### src/rtl/sq_pkg.sv
package sq_pkg;
  localparam int NSTG = 5;
  typedef enum int unsigned {
    STG_F  = 0,
    STG_D  = 1,
    STG_I  = 2,
    STG_X0 = 3,
    STG_X1 = 4
  } stage_e;
endpackage

### src/rtl/sq_age_view.sv
// Reorders the slot valids into age order (execute-1 first) and keeps only
// those younger than the resolving branch.
module sq_age_view
  import sq_pkg::*;
#(
  parameter int WIDTH  = 3,
  parameter int SLOT_W = 2
) (
  input  logic [NSTG*WIDTH-1:0] stage_vld,
  input  logic [SLOT_W-1:0]     br_slot,
  output logic [NSTG*WIDTH-1:0] younger_age
);
  for (genvar a = 0; a < NSTG; a++) begin : g_age
    localparam int S = NSTG - 1 - a;
    for (genvar j = 0; j < WIDTH; j++) begin : g_slot
      if (S == int'(STG_X1)) begin : g_res
        assign younger_age[a*WIDTH+j] = stage_vld[S*WIDTH+j] & (SLOT_W'(j) > br_slot);
      end else begin : g_old
        assign younger_age[a*WIDTH+j] = stage_vld[S*WIDTH+j];
      end
    end
  end
endmodule

### src/rtl/sq_first_pick.sv
// One-hot of the lowest set bit.
module sq_first_pick #(
  parameter int N = 15
) (
  input  logic [N-1:0] req,
  output logic [N-1:0] pick,
  output logic         any
);
  logic [N:0] seen;
  assign seen[0] = 1'b0;
  for (genvar k = 0; k < N; k++) begin : g_chain
    assign pick[k]   = req[k] & ~seen[k];
    assign seen[k+1] = seen[k] | req[k];
  end
  assign any = seen[N];
endmodule

### src/rtl/sq_popcount.sv
module sq_popcount #(
  parameter int N   = 15,
  parameter int C_W = 4
) (
  input  logic [N-1:0]   bits,
  output logic [C_W-1:0] count
);
  always_comb begin
    count = '0;
    for (int k = 0; k < N; k++) count = count + C_W'(bits[k]);
  end
endmodule

### src/rtl/sq_kill_ctl.sv
module sq_kill_ctl
  import sq_pkg::*;
#(
  parameter int WIDTH = 3,
  localparam int SLOT_W = (WIDTH > 1) ? $clog2(WIDTH) : 1,
  localparam int NSLOT  = NSTG * WIDTH,
  localparam int CNT_W  = $clog2(NSLOT + 1)
) (
  input  logic              clk,
  input  logic              rst,
  input  logic [NSLOT-1:0]  stage_vld,
  input  logic              rslv_valid,
  input  logic              rslv_mispredict,
  input  logic [SLOT_W-1:0] rslv_slot,
  input  logic              dslot_en,
  input  logic              fetch_accept,
  output logic [NSLOT-1:0]  kill_mask,
  output logic [CNT_W-1:0]  kill_count,
  output logic              dslot_pending
);
  logic             fire;
  logic [NSLOT-1:0] younger_age, spare_age, kill_age;
  logic             any_younger;

  assign fire = rslv_valid & rslv_mispredict;

  sq_age_view #(.WIDTH(WIDTH), .SLOT_W(SLOT_W)) u_age (
    .stage_vld  (stage_vld),
    .br_slot    (rslv_slot),
    .younger_age(younger_age)
  );

  sq_first_pick #(.N(NSLOT)) u_pick (
    .req (younger_age),
    .pick(spare_age),
    .any (any_younger)
  );

  assign kill_age = fire ? (younger_age & ~(dslot_en ? spare_age : '0)) : '0;

  // back from age order to port order
  for (genvar a = 0; a < NSTG; a++) begin : g_back
    assign kill_mask[(NSTG-1-a)*WIDTH +: WIDTH] = kill_age[a*WIDTH +: WIDTH];
  end

  sq_popcount #(.N(NSLOT), .C_W(CNT_W)) u_cnt (
    .bits (kill_mask),
    .count(kill_count)
  );

  always_ff @(posedge clk) begin
    if (rst)                                   dslot_pending <= 1'b0;
    else if (fire && dslot_en && !any_younger) dslot_pending <= 1'b1;
    else if (fetch_accept)                     dslot_pending <= 1'b0;
  end
endmodule

### config.mk
export PLATFORM = sky130hd
export DESIGN_NAME = sq_kill_ctl
export DESIGN_NICKNAME = d
export VERILOG_FILES = /design/src/rtl/sq_pkg.sv /design/src/rtl/sq_age_view.sv /design/src/rtl/sq_first_pick.sv /design/src/rtl/sq_popcount.sv /design/src/rtl/sq_kill_ctl.sv
export SDC_FILE = /design/constraint.sdc
export NUM_CORES = 1
export LEC_CHECK = 0
export BUFFER_PORTS_ARGS = -buffer_cell sky130_fd_sc_hd__buf_2
export CAP_MARGIN = 20
export CORE_UTILIZATION = 30
export CTS_BUF_LIST = sky130_fd_sc_hd__clkbuf_8
export CTS_CLUSTER_DIAMETER = 150
export DETAILED_ROUTE_END_ITERATION = 10
export HOLD_SLACK_MARGIN = 0.08
export PLACE_DENSITY = 0.67
export SYNTH_ARGS = -nofsm -noshare
export SYNTH_HDL_FRONTEND = slang
export SYNTH_SLANG_ARGS = --single-unit
### constraint.sdc
create_clock -name clk -period 16.2 [get_ports clk]
set_input_delay 3.24 -clock clk [delete_from_list [all_inputs] [get_ports clk]]
set_output_delay 3.24 -clock clk [all_outputs]
set_load 0.005 [all_outputs]
==> impl_metrics.sql, run 1 <==
INSERT INTO impl_metrics (metric_group, metric, value, unit) VALUES
('timing', 'slew_viol_final', '0', ''),
('layout', 'layout_commonest_cell', 'sky130_fd_sc_hd__buf_2', ''),
('placed_design', 'globalplace.congestion', '0.756', ''),
('yosys', 'number_of_flops_mapped_to_enable_cells_by_yosys', '0', ''),
('timing', 'final_hold_viol_count', '0', ''),
('clocking', 'post_cts.resized_instances', '0', ''),
('hold_path', 'worst_hold_path_stage_count', '2', ''),
('layout', 'largest-register', 'dslot_pending', ''),
('clocking', 'post-cts-setup-buffers', '0', ''),
('layout', 'drive_gt1_share', '43.8', '%'),
('timing', 'grt_setup_unrepaired', 'no', ''),
('die', 'dieHeight', '50.0', 'microns'),
('worst_setup_path', 'required', '12.96', 'ns'),
('yosys', 'synth_fp_nets', '114', ''),
('die', 'core_region_area', '0.00219', 'sq mm'),
('worst_setup_path', 'worstPathMaxFanout', '10', ''),
('timing', 'post-route-min-period', '10.76', 'ns'),
('clocking', 'postCtsHoldBufs', '0', ''),
('hold_path', 'hold_class', 'reg -> reg', ''),
('route', 'via_count', '693', ''),
('layout', 'area_delta_synth_final', '31.3', '%'),
('timing', 'finalSetupTns', '0', 'ns'),
('yosys', 'synth.cell_area', '692', 'sq um'),
('placed_design', 'place.detailed.instances', '140', ''),
('yosys', 'ys_dominant_reg_cell', 'sky130_fd_sc_hd__dfxtp_1', ''),
('yosys', 'synth.yosys.warnings', '0', ''),
('timing', 'final_critical_path_setup_slack', '5.44', 'ns'),
('route', 'dr_drc_count', '0', ''),
('job', 'cap_violations', '0', ''),
('yosys', 'synth.distinct_cells', '38', ''),
('placed_design', 'pre_cts_slack', '5.41', 'ns'),
('timing', 'clock_skew', '0', 'ns'),
('hold_path', 'worst_hold_path.endpoint', 'dslot_pending$_SDFFE_PP0P_', ''),
('yosys', 'ys_seq_elements', '1', ''),
('worst_setup_path', 'worstReg2RegStart', 'dslot_pending$_SDFFE_PP0P_', ''),
('die', 'ios', '43', ''),
('placed_design', 'placed_area', '908', 'sq um'),
('placed_design', 'place.port_buffers', '40', ''),
('yosys', 'yosys.area_share.adder', '38.7', '%'),
('layout', 'mostFrequentLayoutCells', '40 x sky130_fd_sc_hd__buf_2, 11 x sky130_fd_sc_hd__inv_1, 9 x sky130_fd_sc_hd__fa_1, 7 x sky130_fd_sc_hd__ha_1, 4 x sky130_fd_sc_hd__o311a_1', ''),
('yosys', 'post_synthesis_compound_gate_area_fraction', '25.7', '%'),
('worst_setup_path', 'r2r-end', 'dslot_pending$_SDFFE_PP0P_', ''),
('die', 'design.die.area', '0.00250', 'sq mm'),
('yosys', 'largest_family_of_logic_cells_by_synthesized_area', 'adder cells', ''),
('die', 'initial_utilization', '31.6', '%'),
('timing', 'worstMarginPinSlew', '0.937', 'ns'),
('worst_setup_path', 'cp-end-kind', 'output pin', ''),
('timing', 'hold-worst-slack', '0.444', 'ns'),
('global_routing', 'global_route_wire_length_before_repair', '2750', 'microns'),
('global_routing', 'global_route.overflow_total', '0', ''),
('timing', 'setup-violations-final', '0', ''),
('route', 'final_antenna_net_count', '0', ''),
('worst_setup_path', 'timing.critical_path.from_type', 'input pin', ''),
('yosys', 'asyncSetResetFlopFracSynth', '0', '%'),
('yosys', 'synth_cells', '75', ''),
('power', 'static-leakage-power', '0.489', 'nW'),
('layout', 'finish.utilization', '41.5', '%'),
('worst_setup_path', 'timing.reg2reg.setup_slack', '15.68', 'ns'),
('layout', 'final_area', '908', 'sq um'),
('status', 'run_status', 'finished clean', ''),
('power', 'p_per_area', '28.7', 'mW/mm^2'),
('layout', 'n_antenna_cell', '0', ''),
('global_routing', 'grtUsageTotal', '13.5', '%'),
('global_routing', 'antenna_found_initial', '0', ''),
('yosys', 'simple_gate_share_of_the_synthesized_area', '21.0', '%'),
('global_routing', 'via_count_of_the_first_global_routing_pass', '663', ''),
('worst_setup_path', 'worst_r2r_path_depth', '2', ''),
('power', 'vdd_ir_drop_max', '0.0111', 'mV'),
('yosys', 'synth.area.mux_share', '0', '%'),
('layout', 'finalNetCount', '153', ''),
('power', 'power', '0.0261', 'mW');
==> final cells by class <==
| class | instances | area [sq um] |
|---|---|---|
| Sequential cell | 1 | 20.0 |
| Multi-Input combinational cell | 60 | 612 |
| Timing Repair Buffer | 40 | 200 |
| Tap cell | 28 | 35.0 |
| Inverter | 11 | 41.3 |
| Fill cell | 215 | 1280 |
==> Yosys cell counts, types with 2 or more instances <==
cell,instances,share of area (%)
sky130_fd_sc_hd__nand3_1,2,1.4
sky130_fd_sc_hd__inv_1,11,6.0
sky130_fd_sc_hd__o311ai_1,2,2.5
sky130_fd_sc_hd__o211a_1,2,2.9
sky130_fd_sc_hd__o311a_1,4,5.8
sky130_fd_sc_hd__and3_1,2,1.8
sky130_fd_sc_hd__o311ai_0,2,2.5
sky130_fd_sc_hd__fa_1,9,26
sky130_fd_sc_hd__ha_1,7,13
sky130_fd_sc_hd__nand2_1,3,1.6
sky130_fd_sc_hd__o311a_2,2,3.3
sky130_fd_sc_hd__xnor2_1,2,2.5
sky130_fd_sc_hd__buf_4,2,2.2
==> worst max path at each step <==
stage	startpoint	end	slack (ns)	depth (start not counted)
floorplan	stage_vld[9]	kill_count[3]	5.82	14
detailed placement	stage_vld[9]	kill_count[3]	5.41	16
CTS	stage_vld[9]	kill_count[3]	5.40	16
finish	stage_vld[9]	kill_count[3]	5.44	16
global route	stage_vld[9]	kill_count[3]	5.17	16
global placement	stage_vld[9]	kill_count[3]	5.44	16
==> layer usage <==
| layer | share of wire, % | global-route usage [%] | vias up |
|---|---|---|---|
| li1 | - | - | 353 |
| met1 | 43 | 17.6 | 313 |
| met2 | 51 | 25.3 | 27 |
| met3 | 6.5 | 0.926 | 0 |
| met4 | 0 | 0 | 0 |
| met5 | 0 | 0 | - |
==> worst max-delay path, cell delays in order <==
cell and delay [ns]:
sky130_fd_sc_hd__buf_2 0.13, sky130_fd_sc_hd__or4_4 0.54, sky130_fd_sc_hd__nor3_4 0.19, sky130_fd_sc_hd__nand2_4 0.11, sky130_fd_sc_hd__o211a_1 0.28, sky130_fd_sc_hd__fa_1 0.51, sky130_fd_sc_hd__inv_1 0.05, sky130_fd_sc_hd__fa_1 0.39
sky130_fd_sc_hd__fa_1 0.52, sky130_fd_sc_hd__fa_1 0.61, sky130_fd_sc_hd__inv_1 0.06, sky130_fd_sc_hd__ha_1 0.28, sky130_fd_sc_hd__a21o_1 0.17, sky130_fd_sc_hd__a21oi_1 0.17, sky130_fd_sc_hd__xnor2_1 0.13, sky130_fd_sc_hd__buf_2 0.13
==> cell families after synthesis <==
family	after synthesis
flip-flops	1
adder cells (fa/ha/maj)	16
XOR/XNOR	2
AO/OA/AOI/OAI	20
AND/OR/NAND/NOR	21
other	1
buffers and inverters	14
==> report_power, final <==
part           switching [mW]  leakage [nW]  internal, mW
clock                       0             0             0
combinational          0.0124         0.481        0.0112
sequential       0.0000000297       0.00805       0.00251
total                  0.0124         0.489        0.0137
(Power assumes the default switching activity.)
==> inputs of run 2 (changes only) <==
--- a/config.mk
+++ b/config.mk
@@ -5,6 +5,7 @@
 export SDC_FILE = /design/constraint.sdc
 export NUM_CORES = 1
 export LEC_CHECK = 0
+export ABC_AREA = 1
 export BUFFER_PORTS_ARGS = -buffer_cell sky130_fd_sc_hd__buf_2
 export CAP_MARGIN = 20
 export CORE_UTILIZATION = 30
@@ -12,7 +13,7 @@
 export CTS_CLUSTER_DIAMETER = 150
 export DETAILED_ROUTE_END_ITERATION = 10
 export HOLD_SLACK_MARGIN = 0.08
-export PLACE_DENSITY = 0.67
+export PLACE_DENSITY = 0.69
 export SYNTH_ARGS = -nofsm -noshare
 export SYNTH_HDL_FRONTEND = slang
 export SYNTH_SLANG_ARGS = --single-unit
==> constraint.sdc (replaced) <==
create_clock -name clk -period 8.75 [get_ports clk]
set_input_delay 1.75 -clock clk [delete_from_list [all_inputs] [get_ports clk]]
set_output_delay 1.75 -clock clk [all_outputs]
set_load 0.005 [all_outputs]
==> run 2 against run 1 <==
Cell count grew 12%. Critical endpoint is now kill_count[1]. Cell area shrank 1.7%. Critical path depth grew 3. Flip-flop and latch count is the same. Global-route usage shrank 1.7 points. Highest routed layer unchanged. Die area shrank 3.5%. Hold slack gained 0.0093 ns. Largest power group unchanged. First-iteration DRC count shrank 46%. Via count grew 0.29%. Sequential share of layout area is essentially flat. Utilization grew 2.7 points.
==> impl_metrics.sql, run 2 <==
INSERT INTO impl_metrics (metric_group, metric, value, unit) VALUES
('status', 'run_status', 'finished clean', ''),
('route', 'drt_iter0_markers', '7', ''),
('layout', 'largest_register_ff_count', '1', ''),
('yosys', 'ys_dominant_reg_cell', 'sky130_fd_sc_hd__dfxtp_1', ''),
('timing', 'hold-worst-slack', '0.453', 'ns'),
('power', 'vdd_ir_drop_max', '0.0204', 'mV'),
('clocking', 'post_cts.resized_instances', '0', ''),
('worst_setup_path', 'worstReg2RegStart', 'dslot_pending$_SDFFE_PP0P_', ''),
('hold_path', 'worst_hold_path_startpoint', 'dslot_pending$_SDFFE_PP0P_', ''),
('clocking', 'post-cts-setup-buffers', '0', ''),
('worst_setup_path', 'timing.critical_path.from_type', 'input pin', ''),
('timing', 'timing.fmax', '133', 'MHz'),
('die', 'die_width', '49.2', 'microns'),
('die', 'core_region_area', '0.00202', 'sq mm'),
('clocking', 'clk_latency', '0', 'ns'),
('hold_path', 'hold_class', 'reg -> reg', ''),
('layout', 'largest-register', 'dslot_pending', ''),
('yosys', 'synth_sequential_area_ratio', '3.00', '%'),
('global_routing', 'global_route.overflow_total', '0', ''),
('timing', 'finalSetupTns', '0', 'ns'),
('clocking', 'cts.reportedPaths.clkPinSlew', '0', 'ns'),
('worst_setup_path', 'crit_arrival', '5.75', 'ns'),
('layout', 'layout_top_registers', 'dslot_pending x1', ''),
('route', 'detail_route.vias_per_cell', '4.43', ''),
('yosys', 'yosysMostFrequentCell', 'sky130_fd_sc_hd__inv_1', ''),
('layout', 'non_filler_cells_in_the_finished_layout', '157', ''),
('yosys', 'synth_top_cell_area_share', '27.0', '%'),
('worst_setup_path', 'worst_r2r_path_depth', '2', ''),
('layout', 'area_delta_synth_final', '34.0', '%'),
('die', 'core.rowCount', '16', ''),
('placed_design', 'place.detailed.instances', '157', ''),
('global_routing', 'grt_max_degree', '10', ''),
('worst_setup_path', 'setup.worst_path.class', 'in -> out', ''),
('timing', 'period_share', '85.7', '%'),
('yosys', 'synth.yosys.warnings', '0', ''),
('yosys', 'synth_cells', '91', ''),
('yosys', 'ys_seq_elements', '1', ''),
('timing', 'slew_viol_final', '0', ''),
('power', 'seq_power_share', '10.2', '%'),
('power', 'static-leakage-power', '0.552', 'nW'),
('die', 'dieHeight', '49.2', 'microns'),
('job', 'cap_violations', '0', ''),
('global_routing', 'via_count_of_the_first_global_routing_pass', '617', ''),
('yosys', 'netlist_top_cells_area', 'sky130_fd_sc_hd__fa_1 27%, sky130_fd_sc_hd__inv_1 15%, sky130_fd_sc_hd__ha_1 13%', ''),
('layout', 'n_antenna_cell', '0', ''),
('die', 'ios', '43', ''),
('global_routing', 'met3_usage', '0.312', '%'),
('power', 'swShare', '48.4', '%'),
('placed_design', 'hpwl', '1330', 'microns'),
('clocking', 'postCtsHoldBufs', '0', ''),
('timing', 'grt_setup_unrepaired', 'no', ''),
('timing', 'post-route-min-period', '7.50', 'ns'),
('global_routing', 'antenna_found_initial', '0', ''),
('yosys', 'synth_fp_nets', '130', ''),
('layout', 'mostFrequentLayoutCells', '40 x sky130_fd_sc_hd__buf_2, 26 x sky130_fd_sc_hd__inv_1, 9 x sky130_fd_sc_hd__nand2_1, 9 x sky130_fd_sc_hd__fa_1', ''),
('timing', 'final_hold_viol_count', '0', ''),
('yosys', 'synth.distinct_cells', '27', ''),
('yosys', 'netlist.top_cell.by_area', 'sky130_fd_sc_hd__fa_1', ''),
('route', 'via_count', '695', ''),
('hold_path', 'worst_hold_path.endpoint', 'dslot_pending$_SDFFE_PP0P_', ''),
('worst_setup_path', 'cp-end-kind', 'output pin', ''),
('yosys', 'asyncSetResetFlopFracSynth', '0', '%'),
('timing', 'clock_skew', '0', 'ns'),
('route', 'final_antenna_net_count', '0', ''),
('global_routing', 'groute.layer.met1.usage', '13.7', '%'),
('route', 'dr_drc_count', '0', ''),
('placed_design', 'place.port_buffers', '40', ''),
('die', 'design.die.area', '0.00242', 'sq mm'),
('global_routing', 'grt_most_used_layer', 'met2', ''),
('layout', 'drive_gt1_share', '36.9', '%'),
('global_routing', 'global_route_wire_length_before_repair', '2360', 'microns'),
('layout', 'layout_commonest_cell', 'sky130_fd_sc_hd__buf_2', ''),
('layout', 'finalNetCount', '171', ''),
('placed_design', 'globalplace.congestion', '0.793', ''),
('route', 'drt-total-wl', '1440', 'microns'),
('worst_setup_path', 'r2r-end', 'dslot_pending$_SDFFE_PP0P_', ''),
('route', 'post_drt_wl_per_cell', '9.15', 'microns'),
('power', 'clockPowerShare', '0', '%'),
('route', 'detailedRoute.firstPassIterationCount', '4', ''),
('worst_setup_path', 'required', '7.00', 'ns'),
('power', 'internal_power', '0.0236', 'mW'),
('power', 'p_per_area', '51.2', 'mW/mm^2'),
('power', 'power.share.combinational', '89.8', '%'),
('yosys', 'synth.cell_area', '667', 'sq um'),
('yosys', 'syn-mean-instance-area', '7.33', 'sq um'),
('die', 'initial_utilization', '33.0', '%'),
('hold_path', 'worst_hold_path_stage_count', '2', ''),
('worst_setup_path', 'timing.reg2reg.setup_slack', '8.19', 'ns'),
('global_routing', 'grtUsageTotal', '11.8', '%'),
('timing', 'setup-violations-final', '0', ''),
('worst_setup_path', 'worstPathMaxFanout', '4', ''),
('yosys', 'ys_top_cells_by_count', '26 x sky130_fd_sc_hd__inv_1, 9 x sky130_fd_sc_hd__fa_1, 9 x sky130_fd_sc_hd__nand2_1', ''),
('global_routing', 'globalRouteMet2Util', '24.7', '%'),
('yosys', 'number_of_flops_mapped_to_enable_cells_by_yosys', '0', ''),
('power', 'power.switching', '0.0222', 'mW');
-- run 2: cell types whose count changed after synthesis, sizes merged, moves of 3 or more --
cell	delta
nand2	+7
nand4	+3
nand3	+6
o311ai	-4
o311a	-6
nor2	+5
inv	+16
nor3	+5
-- run 2: how the worst max path moves through the flow --
stage,cells after the start,endpoint,start,slack [ns]
after CTS,18,kill_count[2],stage_vld[11],1.22
final,19,kill_count[1],stage_vld[11],1.25
after global placement,18,kill_count[2],stage_vld[11],1.28
after floorplan,16,kill_count[2],stage_vld[11],1.61
after global routing,19,kill_count[2],stage_vld[11],1.05
after detailed placement,18,kill_count[2],stage_vld[11],1.23
-- run 2: cells by family after synthesis --
kind of cell | Yosys count | synth area share (%)
xor+xnor | 2 | 2.63
fa+ha+maj | 16 | 40.1
compound gates | 5 | 4.32
other cells | 1 | 0.562
flops | 1 | 3.00
simple gates | 37 | 32.5
buf+inv | 29 | 16.9
-- run 2: stage by stage --
step / util, % / cell area [sq um] / power (mW) / setup WS [ns]
after floorplan: - / 667 / 0.0306 / 1.61
after global placement: 44.2 / 893 / 0.0459 / 1.28
after detailed placement: 44.2 / 893 / 0.0466 / 1.23
after CTS: 44.2 / 893 / 0.0469 / 1.22
after global routing: 44.2 / 893 / 0.0523 / 1.05
final: 44.2 / 893 / 0.0458 / 1.25
-- run 2: worst max-delay path, stage by stage --
cell,delay [ns]
sky130_fd_sc_hd__buf_2,0.10
sky130_fd_sc_hd__or2_1,0.27
sky130_fd_sc_hd__nor2_4,0.14
sky130_fd_sc_hd__nand4_2,0.10
sky130_fd_sc_hd__nor2_2,0.17
sky130_fd_sc_hd__nand2_1,0.09
sky130_fd_sc_hd__o21bai_1,0.14
sky130_fd_sc_hd__inv_1,0.10
sky130_fd_sc_hd__fa_1,0.50
sky130_fd_sc_hd__inv_1,0.05
sky130_fd_sc_hd__fa_1,0.46
sky130_fd_sc_hd__fa_1,0.51
sky130_fd_sc_hd__inv_1,0.05
sky130_fd_sc_hd__fa_1,0.48
sky130_fd_sc_hd__ha_1,0.17
sky130_fd_sc_hd__inv_1,0.06
sky130_fd_sc_hd__fa_1,0.48
sky130_fd_sc_hd__inv_1,0.03
sky130_fd_sc_hd__buf_2,0.11
-- run 2: routing by layer --
metal	up-vias	wire (microns)
li1	357	-
met1	310	606
met2	28	745
met3	0	84
met4	0	0
met5	-	0
-- run 2: area by class of cell --
type / count / area [sq um]
Sequential cell: 1 / 20.0
Fill cell: 215 / 1130
Inverter: 28 / 105
Tap cell: 27 / 33.8
Multi-Input combinational cell: 61 / 534
Timing Repair Buffer: 40 / 200
-- run 2: power by group through the flow --
stage / sequential [mW] / combinational, mW / clock (mW)
global route: 0.00465 / 0.0477 / 0
floorplan: 0.00465 / 0.0259 / 0
CTS: 0.00465 / 0.0422 / 0
detailed placement: 0.00465 / 0.0419 / 0
global placement: 0.00465 / 0.0412 / 0
finish: 0.00465 / 0.0411 / 0
